[src/rtl/smem_pkg.sv]
package smem_pkg;

   // Transaction phase of the target: which byte of the frame is in flight.
   typedef enum logic [2:0] {
      PH_IDLE = 3'd0,   // not addressed; wait for a START
      PH_DEV  = 3'd1,   // receiving the device address byte
      PH_AHI  = 3'd2,   // receiving the upper location byte
      PH_ALO  = 3'd3,   // receiving the lower location byte
      PH_WR   = 3'd4,   // receiving data bytes to store
      PH_RD   = 3'd5    // sending data bytes to the host
   } phase_t;

   localparam int BYTE_BITS = 8;

endpackage

[src/rtl/smem_line_watch.sv]
module smem_line_watch #(
   parameter int SYNC_STAGES = 2
) (
   input  logic clk,
   input  logic rst_n,
   input  logic scl_i,
   input  logic sda_i,
   output logic scl_rise,
   output logic scl_fall,
   output logic bus_start,
   output logic bus_stop,
   output logic sda_lvl
);

   logic [SYNC_STAGES-1:0] scl_pipe;
   logic [SYNC_STAGES-1:0] sda_pipe;
   logic                   scl_last;
   logic                   sda_last;
   logic                   scl_now;
   logic                   sda_now;

   // Both lines pass through equal-depth chains so their relative order is kept.
   always_ff @(posedge clk or negedge rst_n) begin
      if (!rst_n) begin
         scl_pipe <= '1;
         sda_pipe <= '1;
         scl_last <= 1'b1;
         sda_last <= 1'b1;
      end else begin
         scl_pipe <= {scl_pipe[SYNC_STAGES-2:0], scl_i};
         sda_pipe <= {sda_pipe[SYNC_STAGES-2:0], sda_i};
         scl_last <= scl_now;
         sda_last <= sda_now;
      end
   end

   assign scl_now   = scl_pipe[SYNC_STAGES-1];
   assign sda_now   = sda_pipe[SYNC_STAGES-1];
   assign scl_rise  = scl_now & ~scl_last;
   assign scl_fall  = ~scl_now & scl_last;
   // Data edges while the clock line rests high are frame delimiters.
   assign bus_start = scl_now & scl_last & sda_last & ~sda_now;
   assign bus_stop  = scl_now & scl_last & ~sda_last & sda_now;
   assign sda_lvl   = sda_now;

endmodule

[src/rtl/smem_array.sv]
module smem_array #(
   parameter int DEPTH  = 256,
   parameter int ADDR_W = 8
) (
   input  logic              clk,
   input  logic              wr_en,
   input  logic [ADDR_W-1:0] wr_addr,
   input  logic [7:0]        wr_data,
   input  logic [ADDR_W-1:0] rd_addr,
   output logic [7:0]        rd_data
);

   logic [7:0] cells [DEPTH];

   // No reset: contents are meant to outlive a reset pulse.
   always_ff @(posedge clk) begin
      if (wr_en) begin
         cells[wr_addr] <= wr_data;
      end
   end

   assign rd_data = cells[rd_addr];

endmodule

[src/rtl/smem_pointer.sv]
module smem_pointer #(
   parameter int ADDR_W = 8,
   parameter int PG_W   = 6
) (
   input  logic              clk,
   input  logic              rst_n,
   input  logic              load,
   input  logic [ADDR_W-1:0] load_val,
   input  logic              step_wr,
   input  logic              step_rd,
   output logic [ADDR_W-1:0] ptr
);

   logic [ADDR_W-1:0] next_wr;
   logic [ADDR_W-1:0] next_rd;

   assign next_rd = ptr + 1'b1;

   generate
      if (PG_W == ADDR_W) begin : g_page_is_array
         assign next_wr = ptr + 1'b1;
      end else begin : g_page_split
         logic [PG_W-1:0] slot_next;
         assign slot_next = ptr[PG_W-1:0] + 1'b1;
         assign next_wr   = {ptr[ADDR_W-1:PG_W], slot_next};
      end
   endgenerate

   always_ff @(posedge clk or negedge rst_n) begin
      if (!rst_n) begin
         ptr <= '0;
      end else if (load) begin
         ptr <= load_val;
      end else if (step_wr) begin
         ptr <= next_wr;
      end else if (step_rd) begin
         ptr <= next_rd;
      end
   end

endmodule

[src/rtl/smem_i2c_target.sv]
module smem_i2c_target #(
   parameter int         MEM_BYTES   = 256,
   parameter int         PAGE_BYTES  = 64,
   parameter int         SYNC_STAGES = 2,
   parameter logic [3:0] DEV_PREFIX  = 4'b1010
) (
   input  logic       clk,
   input  logic       rst_n,
   input  logic       scl_i,
   input  logic       sda_i,
   input  logic [2:0] strap_i,
   output logic       sda_oe
);
   import smem_pkg::*;

   localparam int ADDR_W = $clog2(MEM_BYTES);
   localparam int PG_W   = $clog2(PAGE_BYTES);

   // Elaboration-time parameter checks.
   if ((MEM_BYTES & (MEM_BYTES - 1)) != 0 || MEM_BYTES < 2) begin : g_bad_mem
      $error("MEM_BYTES must be a power of two of at least 2");
   end
   if ((PAGE_BYTES & (PAGE_BYTES - 1)) != 0 || PAGE_BYTES < 2 || PAGE_BYTES > MEM_BYTES) begin : g_bad_page
      $error("PAGE_BYTES must be a power of two between 2 and MEM_BYTES");
   end
   if (ADDR_W > 16) begin : g_bad_width
      $error("array index must fit the two location bytes");
   end
   if (SYNC_STAGES < 2) begin : g_bad_sync
      $error("SYNC_STAGES must be at least 2");
   end

   logic scl_rise, scl_fall, bus_start, bus_stop, sda_lvl;

   smem_line_watch #(.SYNC_STAGES(SYNC_STAGES)) u_watch (
      .clk       (clk),
      .rst_n     (rst_n),
      .scl_i     (scl_i),
      .sda_i     (sda_i),
      .scl_rise  (scl_rise),
      .scl_fall  (scl_fall),
      .bus_start (bus_start),
      .bus_stop  (bus_stop),
      .sda_lvl   (sda_lvl)
   );

   phase_t      phase;
   phase_t      next_ph;
   logic [3:0]  bitcnt;     // 0..7 bits, 8 = byte done, 9 = acknowledge clock
   logic [7:0]  rx_sr;
   logic [7:0]  tx_sr;
   logic [7:0]  addr_hi;
   logic        ack_drv;
   logic        mst_ack;

   logic              active;
   logic              fall_ev;
   logic              byte_end;
   logic              ack_end;
   logic              dev_match;
   logic              read_go;
   logic              mem_wr;
   logic              ptr_load;
   logic              rd_step;
   logic [15:0]       full_loc;
   logic [ADDR_W-1:0] ptr;
   logic [7:0]        rd_data;

   assign active    = (phase != PH_IDLE);
   assign fall_ev   = scl_fall & active;
   assign byte_end  = fall_ev & (bitcnt == 4'd8);
   assign ack_end   = fall_ev & (bitcnt == 4'd9);
   assign dev_match = (rx_sr[7:1] == {DEV_PREFIX, strap_i});
   assign full_loc  = {addr_hi, rx_sr};

   // Continue into (or stay in) the send phase unless the host declined.
   assign read_go   = (next_ph == PH_RD) && !((phase == PH_RD) && !mst_ack);

   assign mem_wr    = byte_end & (phase == PH_WR);
   assign ptr_load  = byte_end & (phase == PH_ALO);
   assign rd_step   = ack_end & read_go;

   if (ADDR_W < 16) begin : g_loc_trim
      logic unused_loc_hi;
      assign unused_loc_hi = ^full_loc[15:ADDR_W];
   end

   smem_pointer #(.ADDR_W(ADDR_W), .PG_W(PG_W)) u_ptr (
      .clk      (clk),
      .rst_n    (rst_n),
      .load     (ptr_load),
      .load_val (full_loc[ADDR_W-1:0]),
      .step_wr  (mem_wr),
      .step_rd  (rd_step),
      .ptr      (ptr)
   );

   smem_array #(.DEPTH(MEM_BYTES), .ADDR_W(ADDR_W)) u_mem (
      .clk     (clk),
      .wr_en   (mem_wr),
      .wr_addr (ptr),
      .wr_data (rx_sr),
      .rd_addr (ptr),
      .rd_data (rd_data)
   );

   always_ff @(posedge clk or negedge rst_n) begin
      if (!rst_n) begin
         phase   <= PH_IDLE;
         next_ph <= PH_IDLE;
         bitcnt  <= '0;
         rx_sr   <= '0;
         tx_sr   <= '0;
         addr_hi <= '0;
         ack_drv <= 1'b0;
         mst_ack <= 1'b0;
      end else if (bus_start) begin
         phase   <= PH_DEV;
         bitcnt  <= '0;
         ack_drv <= 1'b0;
      end else if (bus_stop) begin
         phase   <= PH_IDLE;
         bitcnt  <= '0;
         ack_drv <= 1'b0;
      end else if (active) begin
         if (scl_rise) begin
            if (bitcnt < 4'd8) begin
               rx_sr  <= {rx_sr[6:0], sda_lvl};
               bitcnt <= bitcnt + 4'd1;
            end else if (bitcnt == 4'd9 && phase == PH_RD) begin
               mst_ack <= ~sda_lvl;
            end
         end else if (scl_fall) begin
            if (bitcnt == 4'd8) begin
               bitcnt <= 4'd9;
               unique case (phase)
                  PH_DEV: begin
                     if (dev_match) begin
                        ack_drv <= 1'b1;
                        next_ph <= rx_sr[0] ? PH_RD : PH_AHI;
                     end else begin
                        phase  <= PH_IDLE;
                        bitcnt <= '0;
                     end
                  end
                  PH_AHI: begin
                     addr_hi <= rx_sr;
                     ack_drv <= 1'b1;
                     next_ph <= PH_ALO;
                  end
                  PH_ALO: begin
                     ack_drv <= 1'b1;
                     next_ph <= PH_WR;
                  end
                  PH_WR: begin
                     ack_drv <= 1'b1;
                     next_ph <= PH_WR;
                  end
                  default: begin
                     next_ph <= PH_RD;
                  end
               endcase
            end else if (bitcnt == 4'd9) begin
               ack_drv <= 1'b0;
               bitcnt  <= '0;
               if ((phase == PH_RD) && !mst_ack) begin
                  phase <= PH_IDLE;
               end else begin
                  phase <= next_ph;
               end
               if (read_go) begin
                  tx_sr <= rd_data;
               end
            end else if (phase == PH_RD && bitcnt != 4'd0) begin
               tx_sr <= {tx_sr[6:0], 1'b0};
            end
         end
      end
   end

   // Pull low for an acknowledge, or for a zero data bit while sending.
   assign sda_oe = ack_drv | ((phase == PH_RD) && (bitcnt != 4'd9) && !tx_sr[7]);

endmodule

[config.mk]
export PLATFORM = sky130hd
export DESIGN_NAME = smem_i2c_target
export DESIGN_NICKNAME = d
export VERILOG_FILES = /design/src/rtl/smem_pkg.sv /design/src/rtl/smem_line_watch.sv /design/src/rtl/smem_array.sv /design/src/rtl/smem_pointer.sv /design/src/rtl/smem_i2c_target.sv
export SDC_FILE = /design/constraint.sdc
export NUM_CORES = 2
export LEC_CHECK = 0
export CORE_AREA = 2 2 544 546
export CTS_BUF_LIST = sky130_fd_sc_hd__clkbuf_4
export DETAILED_ROUTE_END_ITERATION = 16
export DIE_AREA = 0 0 546 548
export HOLD_SLACK_MARGIN = 0.05
export PLACE_DENSITY = 0.44
export SYNTH_ARGS = -nofsm -noshare
export SYNTH_HDL_FRONTEND = slang
export SYNTH_SLANG_ARGS = --single-unit
[constraint.sdc]
create_clock -name clk -period 5.3 [get_ports clk]
set_input_delay 1.325 -clock clk [delete_from_list [all_inputs] [get_ports clk]]
set_output_delay 1.325 -clock clk [all_outputs]
set_load 0.02 [all_outputs]
# Yosys cells after proc, flatten, opt, wreduce, memory -nomap -nowiden
# Memory sizes are Yosys's and may differ from the RTL's.
# Cells that the tools add are included.
dict set report word_totals {
  register_bits 42
  mem_bits_rw 2048
  inputBits 7
  output_inout_bits 1
  wordCells 129
  memories 1
}
# name depth width rd rd_clocked_by_memory_dff write_ports line
set memory_table {}
lappend memory_table {u_mem.cells 256 8 1 0 1 smem_array.sv:13} ;# logic [7:0] cells [DEPTH];
dict set report op_classes {
  add_sub_neg 3
  magnitude_cmp 1
  eq_ne 19
  muxes 40
  bitwise 23
  n_reduce_logical 29
}
# op n
set op_table {}
lappend op_table {{$mux W8} 6}
lappend op_table {{$mux W4} 10}
lappend op_table {{$mux W3} 12}
lappend op_table {{$reduce_and A6 Y1} 3}
lappend op_table {{$and A1 B1 Y1} 13}
lappend op_table {{$reduce_bool A3 Y1} 4}
lappend op_table {{$reduce_bool A4 Y1} 3}
lappend op_table {{$mux W1} 10}
lappend op_table {{$eq A3 B3 Y1 const B} 3}
lappend op_table {{$not A1 Y1} 9}
lappend op_table {{$pmux W3 S3} 1}
lappend op_table {{$add A8 B1 Y8 const B} 1}
lappend op_table {{$eq A4 B4 Y1 const B} 2}
lappend op_table {{$ne A4 B4 Y1 const B} 2}
lappend op_table {{$reduce_and A8 Y1} 1}
lappend op_table {{$eq A7 B7 Y1} 1}
lappend op_table {{$reduce_and A7 Y1} 1}
lappend op_table {{$add A6 B1 Y6 const B} 1}
lappend op_table {{$eq A3 B2 Y1 const B} 2}
lappend op_table {{$logic_and A1 B1 Y1} 6}
lappend op_table {{$ne A5 B4 Y1 const B} 1}
lappend op_table {{$ne A5 B5 Y1 const B} 1}
lappend op_table {{$reduce_and A5 Y1} 1}
lappend op_table {{$reduce_bool A5 Y1} 1}
lappend op_table {{other kinds (16)} 20}

# Logic depth before layout (Yosys ltp)
dict set report depth {
  word_depth 10
  ltp_mapped 13
  mapped_depth_nobuf 10
}

# Cells and area by module
# Synthesis repeated with hierarchy kept, for this count alone.
dict set report hier_totals {
  hier_cells 3944
  hier_area_um2 81639.5
}
# module instances cells_per_inst area_per_inst_um2 seq_area_each_um2
set modules_own_cells {}
lappend modules_own_cells {smem_array 1 3725 79396.1 61499.0}
lappend modules_own_cells {smem_i2c_target 1 162 1604.0 700.7}
lappend modules_own_cells {smem_pointer 1 47 449.2 200.2}
lappend modules_own_cells {smem_line_watch 1 10 190.2 157.7}

# Least setup slack after synthesis
# Ideal clock, no wire load.
dict set report synth_timing {
  kind {register to register}
  startpoint {register rx_sr[6]}
  endpoint {register bitcnt[0]}
  setup_ns 0.125
  t_arrival_ns 4.478
  required_time_ns 5.175
  slack_ns 0.697
  path_stages_with_launch 8
  n_path_buf 0
  synth_period_minus_slack_ns 4.603
  path_cell_list {dfrtp_1 > nand4bb_1 > nor4_1 > nor3_1 > nor2_1 > o21ai_0 > a21oi_1 > mux2_2}
}
dict set report synth_between {
  elab_chain_len 9
}
# item line
set synth_lines {}
lappend synth_lines {{start, declared} smem_i2c_target.sv:50} ;# logic [7:0] rx_sr;
lappend synth_lines {{start signal, assigned} smem_i2c_target.sv:128} ;# rx_sr <= {rx_sr[6:0], sda_lvl};
lappend synth_lines {{$eq A7 B7 Y1} smem_i2c_target.sv:73} ;# assign dev_match = (rx_sr[7:1] == {DEV_PREFIX, strap_i});
lappend synth_lines {{$mux W4} smem_i2c_target.sv:138} ;# if (dev_match) begin
lappend synth_lines {{$mux W4} smem_i2c_target.sv:136} ;# unique case (phase)
lappend synth_lines {{$mux W4} smem_i2c_target.sv:134} ;# if (bitcnt == 4'd8) begin
lappend synth_lines {{$mux W4} smem_i2c_target.sv:133} ;# end else if (scl_fall) begin
lappend synth_lines {{$mux W4} smem_i2c_target.sv:126} ;# if (scl_rise) begin
lappend synth_lines {{$mux W4} smem_i2c_target.sv:125} ;# end else if (active) begin
lappend synth_lines {{$mux W4} smem_i2c_target.sv:121} ;# end else if (bus_stop) begin
lappend synth_lines {{$mux W4} smem_i2c_target.sv:117} ;# end else if (bus_start) begin
lappend synth_lines {{end signal, assigned} smem_i2c_target.sv:129} ;# bitcnt <= bitcnt + 4'd1;
lappend synth_lines {{end, declared} smem_i2c_target.sv:49} ;# logic [3:0] bitcnt;
# Every way passes these cells. The select of a mux whose other input is x is not followed.
# A chain may end at the register's enable or synchronous reset.

# Worst setup path in the final report
dict set report layout_timing {
  startpoint {register bitcnt[1]}
  endpoint {output sda_oe}
}
dict set report layout_between {
  elab_chain_len 4
}
# item line
set layout_lines {}
lappend layout_lines {{$ne A4 B4 Y1} smem_i2c_target.sv:182} ;# assign sda_oe = ack_drv | ((phase == PH_RD) && (bitcnt != 4'd9) && !tx_sr[7]);
lappend layout_lines {{$logic_and A1 B1 Y1 (2 in a row)} smem_i2c_target.sv:182}
lappend layout_lines {{$or A1 B1 Y1} smem_i2c_target.sv:182}
lappend layout_lines {{end, declared} smem_i2c_target.sv:12} ;# output logic sda_oe
# Every way passes these cells.

==> impl_metrics.csv <==
group,metric,value,unit
status,status,"completed",
sta,fin_setup_tns,0,ns
synthesis,synth_ff_type,"edfxtp_1",
floorplanning,die-height,548,um
grt,antenna_found_initial,11,
grt,grt_pass1_vias,45242,
grt,gr-usage-all-layers,16.82,%
synthesis,synth-edff-count,2048,
layout,drive_gt1_share,35.29,%
synthesis,netlist_instances,3985,
synthesis,synth_top_area_cell,"edfxtp_1",
setup_path,crit_path_top_delay_cell,"clkdlybuf4s50_1",
synthesis,async_flop_share,2.010,%
floorplanning,top_level_ports,8,
routing,wl_per_cell,28.36,um
synthesis,ys_seq_area_share,76.49,%
synthesis,syn_area,81790,um2
floorplanning,design.die.area,299200,um2
sta,finalCritPeriodShare,86.63,%
clock_tree,cts.sink_count,2090,
sta,final-max-slew-violation-count,0,
clock_tree,clk_latency,1.31,ns
place,gp_congestion,0.8322,
floorplanning,start_util,27.91,%
layout,fin_nets,4709,
sta,slew_headroom,11.35,%
worst_hold_path,hp-class,"register to register",
layout,area_delta_synth_final,17.26,%
grt,grt_pass1_wl,357.9,mm
sta,setup_viol,0,
grt,grt_max_degree,187,
routing,viasPerCell,4.863,
power_and_ir_drop,peakVddDrop,0.3077,mV
synthesis,synth_cell_types,67,
setup_path,crit_path_end_kind,"output port",
setup_path,max_stage_delay,0.54,ns
synthesis,syn_area_per_cell,20.52,um2
sta,finalHoldViolations,0,
synthesis,ys_ff_latch,2090,
clock_tree,tritoncts,"built",
setup_path,worstPathCellList,"inv_1 > ha_1 > nand3b_1 > buf_4 > nor3b_1 > or2_2 > clkdlybuf4s50_1",
sta,fmax,0.2178,GHz
place,dpl.cell_count,8029,
routing,drc_errors,0,
sta,fin_worst_skew,0.1546,ns
routing,first_pass_iters,8,
place,dpl.hpwl,158.3,mm
clock_tree,cts.path.max_buffers,4,
clock_tree,postCtsSetupRepairBufs,0,
power_and_ir_drop,p_per_area,448.5,nW/um2
power_and_ir_drop,p_leak,30.33,nW
place,io_buffers,7,
synthesis,ys_warn_count,0,
synthesis,syn-num-nets,4002,
sta,fin_crit,4.591,ns
routing,drt-total-wl,255.9,mm
floorplanning,coreArea,293100,um2
clock_tree,cts.htree.levels,6,
routing,ant_nets,0,
flow_run,maxCapViolations,0,
synthesis,synthTopCellsByArea,"edfxtp_1 (75%), mux4_2 (13%), mux2i_1 (2.0%)",
layout,fin_cells,9021,
floorplanning,row_count,199,
synthesis,synth_top_cell_area_share,75.19,%
setup_path,critPathRequiredTime,3.97,ns
routing,dr.first_iter.drc_count,4375,
routing,vias,43872,
floorplanning,die_x,546,um
setup_path,cp-start-kind,"register",
clock_tree,clk_pin_slew,0.06,ns
sta,grt_setup_unrepaired,"no",
setup_path,setup.worst_path.class,"register to output port",
setup_path,critPathArrivalTime,3.27,ns
setup_path,crit_path_max_fanout,15,
clock_tree,root_buffer,"clkbuf_4",
grt,grt-ovfl-total,0,
sta,worst_pin_slew,1.328,ns
clock_tree,cts_buffers,579,
repair_timing:
item                                   4_1_cts  5_1_grt
hold buffers                                 1        0
endpoints found under the hold margin       18        0
resized for setup                            0        0
setup endpoints to repair                    0        0
worst max-delay path: cells and delay by family, from the launching register on:
family / cells / cell delay (ns)
buf+inv: 3 / 0.88
flops: 1 / 0.38
fa+ha+maj: 1 / 0.19
simple gates: 3 / 0.54
metal layers:
metal	global-route usage, %	up-vias	wire, um
li1	-	18315	-
met1	23.03	23524	112000
met2	26.86	1661	121300
met3	3.663	370	16600
met4	4.823	2	5980
met5	0	-	13
cells by family after synthesis:
group           count (synthesis)  share of synthesized area [%]
flops                        2090                          76.49
mux                           667                          15.48
simple gates                  630                          3.379
compound gates                323                          2.741
buf+inv                       259                          1.692
fa+ha+maj                      10                         0.1530
xor+xnor                        6                        0.06425
flip-flops by register name, summed over array words and instances (netlist names), 2 cells and up:
| name | flops |
|---|---|
| next_ph | 3 |
| tx_sr | 8 |
| u_mem.cells | 2048 |
| phase | 3 |
| u_watch.sda_pipe | 2 |
| bitcnt | 4 |
| u_watch.scl_pipe | 2 |
| u_ptr.ptr | 8 |
| rx_sr | 8 |
through the flow:
stage | util (%) | cell area [um2] | total power [mW] | hold slack, ns | worst slack, ns
final | 32.72 | 95900 | 43.01 | 0.3548 | 0.7087
after global routing | 32.72 | 95890 | 44.91 | 0.3522 | 0.3853
after global placement | 30.27 | 88710 | 29.03 | 0.3484 | 0.9372
after CTS | 32.71 | 95870 | 43.67 | 0.3313 | 0.5716
after detailed placement | 30.27 | 88710 | 29.08 | 0.3492 | 0.9451
after floorplan | - | 81790 | 25.92 | 0.3452 | 0.6973
power breakdown:
group,internal [mW],total (mW),switching [mW]
clock network,7.62,14.5,6.84
logic,3.19,8.34,5.15
registers,19.6,20.2,0.646
total,30.4,43.0,12.6
placed cells by master, fill, tap and decap left out, types with 25 or more instances in the layout:
cell type,synthesis,final
edfxtp_1,2048,2048
clkbuf_4,0,816
mux4_2,476,476
buf_4,45,336
nor2_1,312,304
mux2i_1,166,166
nand2_1,125,125
clkinv_1,1,107
a22oi_1,103,103
nor3_1,48,48
a21oi_1,48,48
nand3_1,58,42
o21ai_0,39,39
buf_12,0,28
o22ai_1,26,26
mux2_2,25,25
final cells by class:
class | count | area (um2)
flip-flops and latches | 2090 | 62600
multi-input cells | 1636 | 18000
diodes | 13 | 32.53
clock buffers | 816 | 6126
well taps | 3919 | 4903
repair buffers | 372 | 3158
inverters | 13 | 53.80
clock inverters | 162 | 1022
fillers | 28289 | 197200
path summary, 6_finish.rpt:
path                                           from                   to  slack [ns]  cells after the start
min in group asynchronous                     rst_n            bitcnt[2]        0.61                      2
worst min register to register  u_watch.scl_pipe[0]  u_watch.scl_pipe[1]        0.35                      0
worst min-delay path            u_watch.scl_pipe[0]  u_watch.scl_pipe[1]        0.35                      0
worst max-delay path                      bitcnt[1]               sda_oe        0.71                      7
max in group asynchronous                     rst_n         u_ptr.ptr[1]        3.83                      3
worst max register to register         u_ptr.ptr[0]             tx_sr[7]        0.88                     10
cell usage after synthesis, drive strengths merged (12+ instances only):
library cell  number
nor3              48
a211oi            13
mux4             476
dfrtp             36
inv               12
nor2b             16
a31oi             15
a21oi             48
buf              121
o22ai             26
a22oi            103
o21ai             43
mux2              25
edfxtp          2048
clkbuf           125
nand2            125
mux2i            166
nand4             21
nor2             312
nand3             58
No activity file was read; power rests on OpenSTA's default activity.
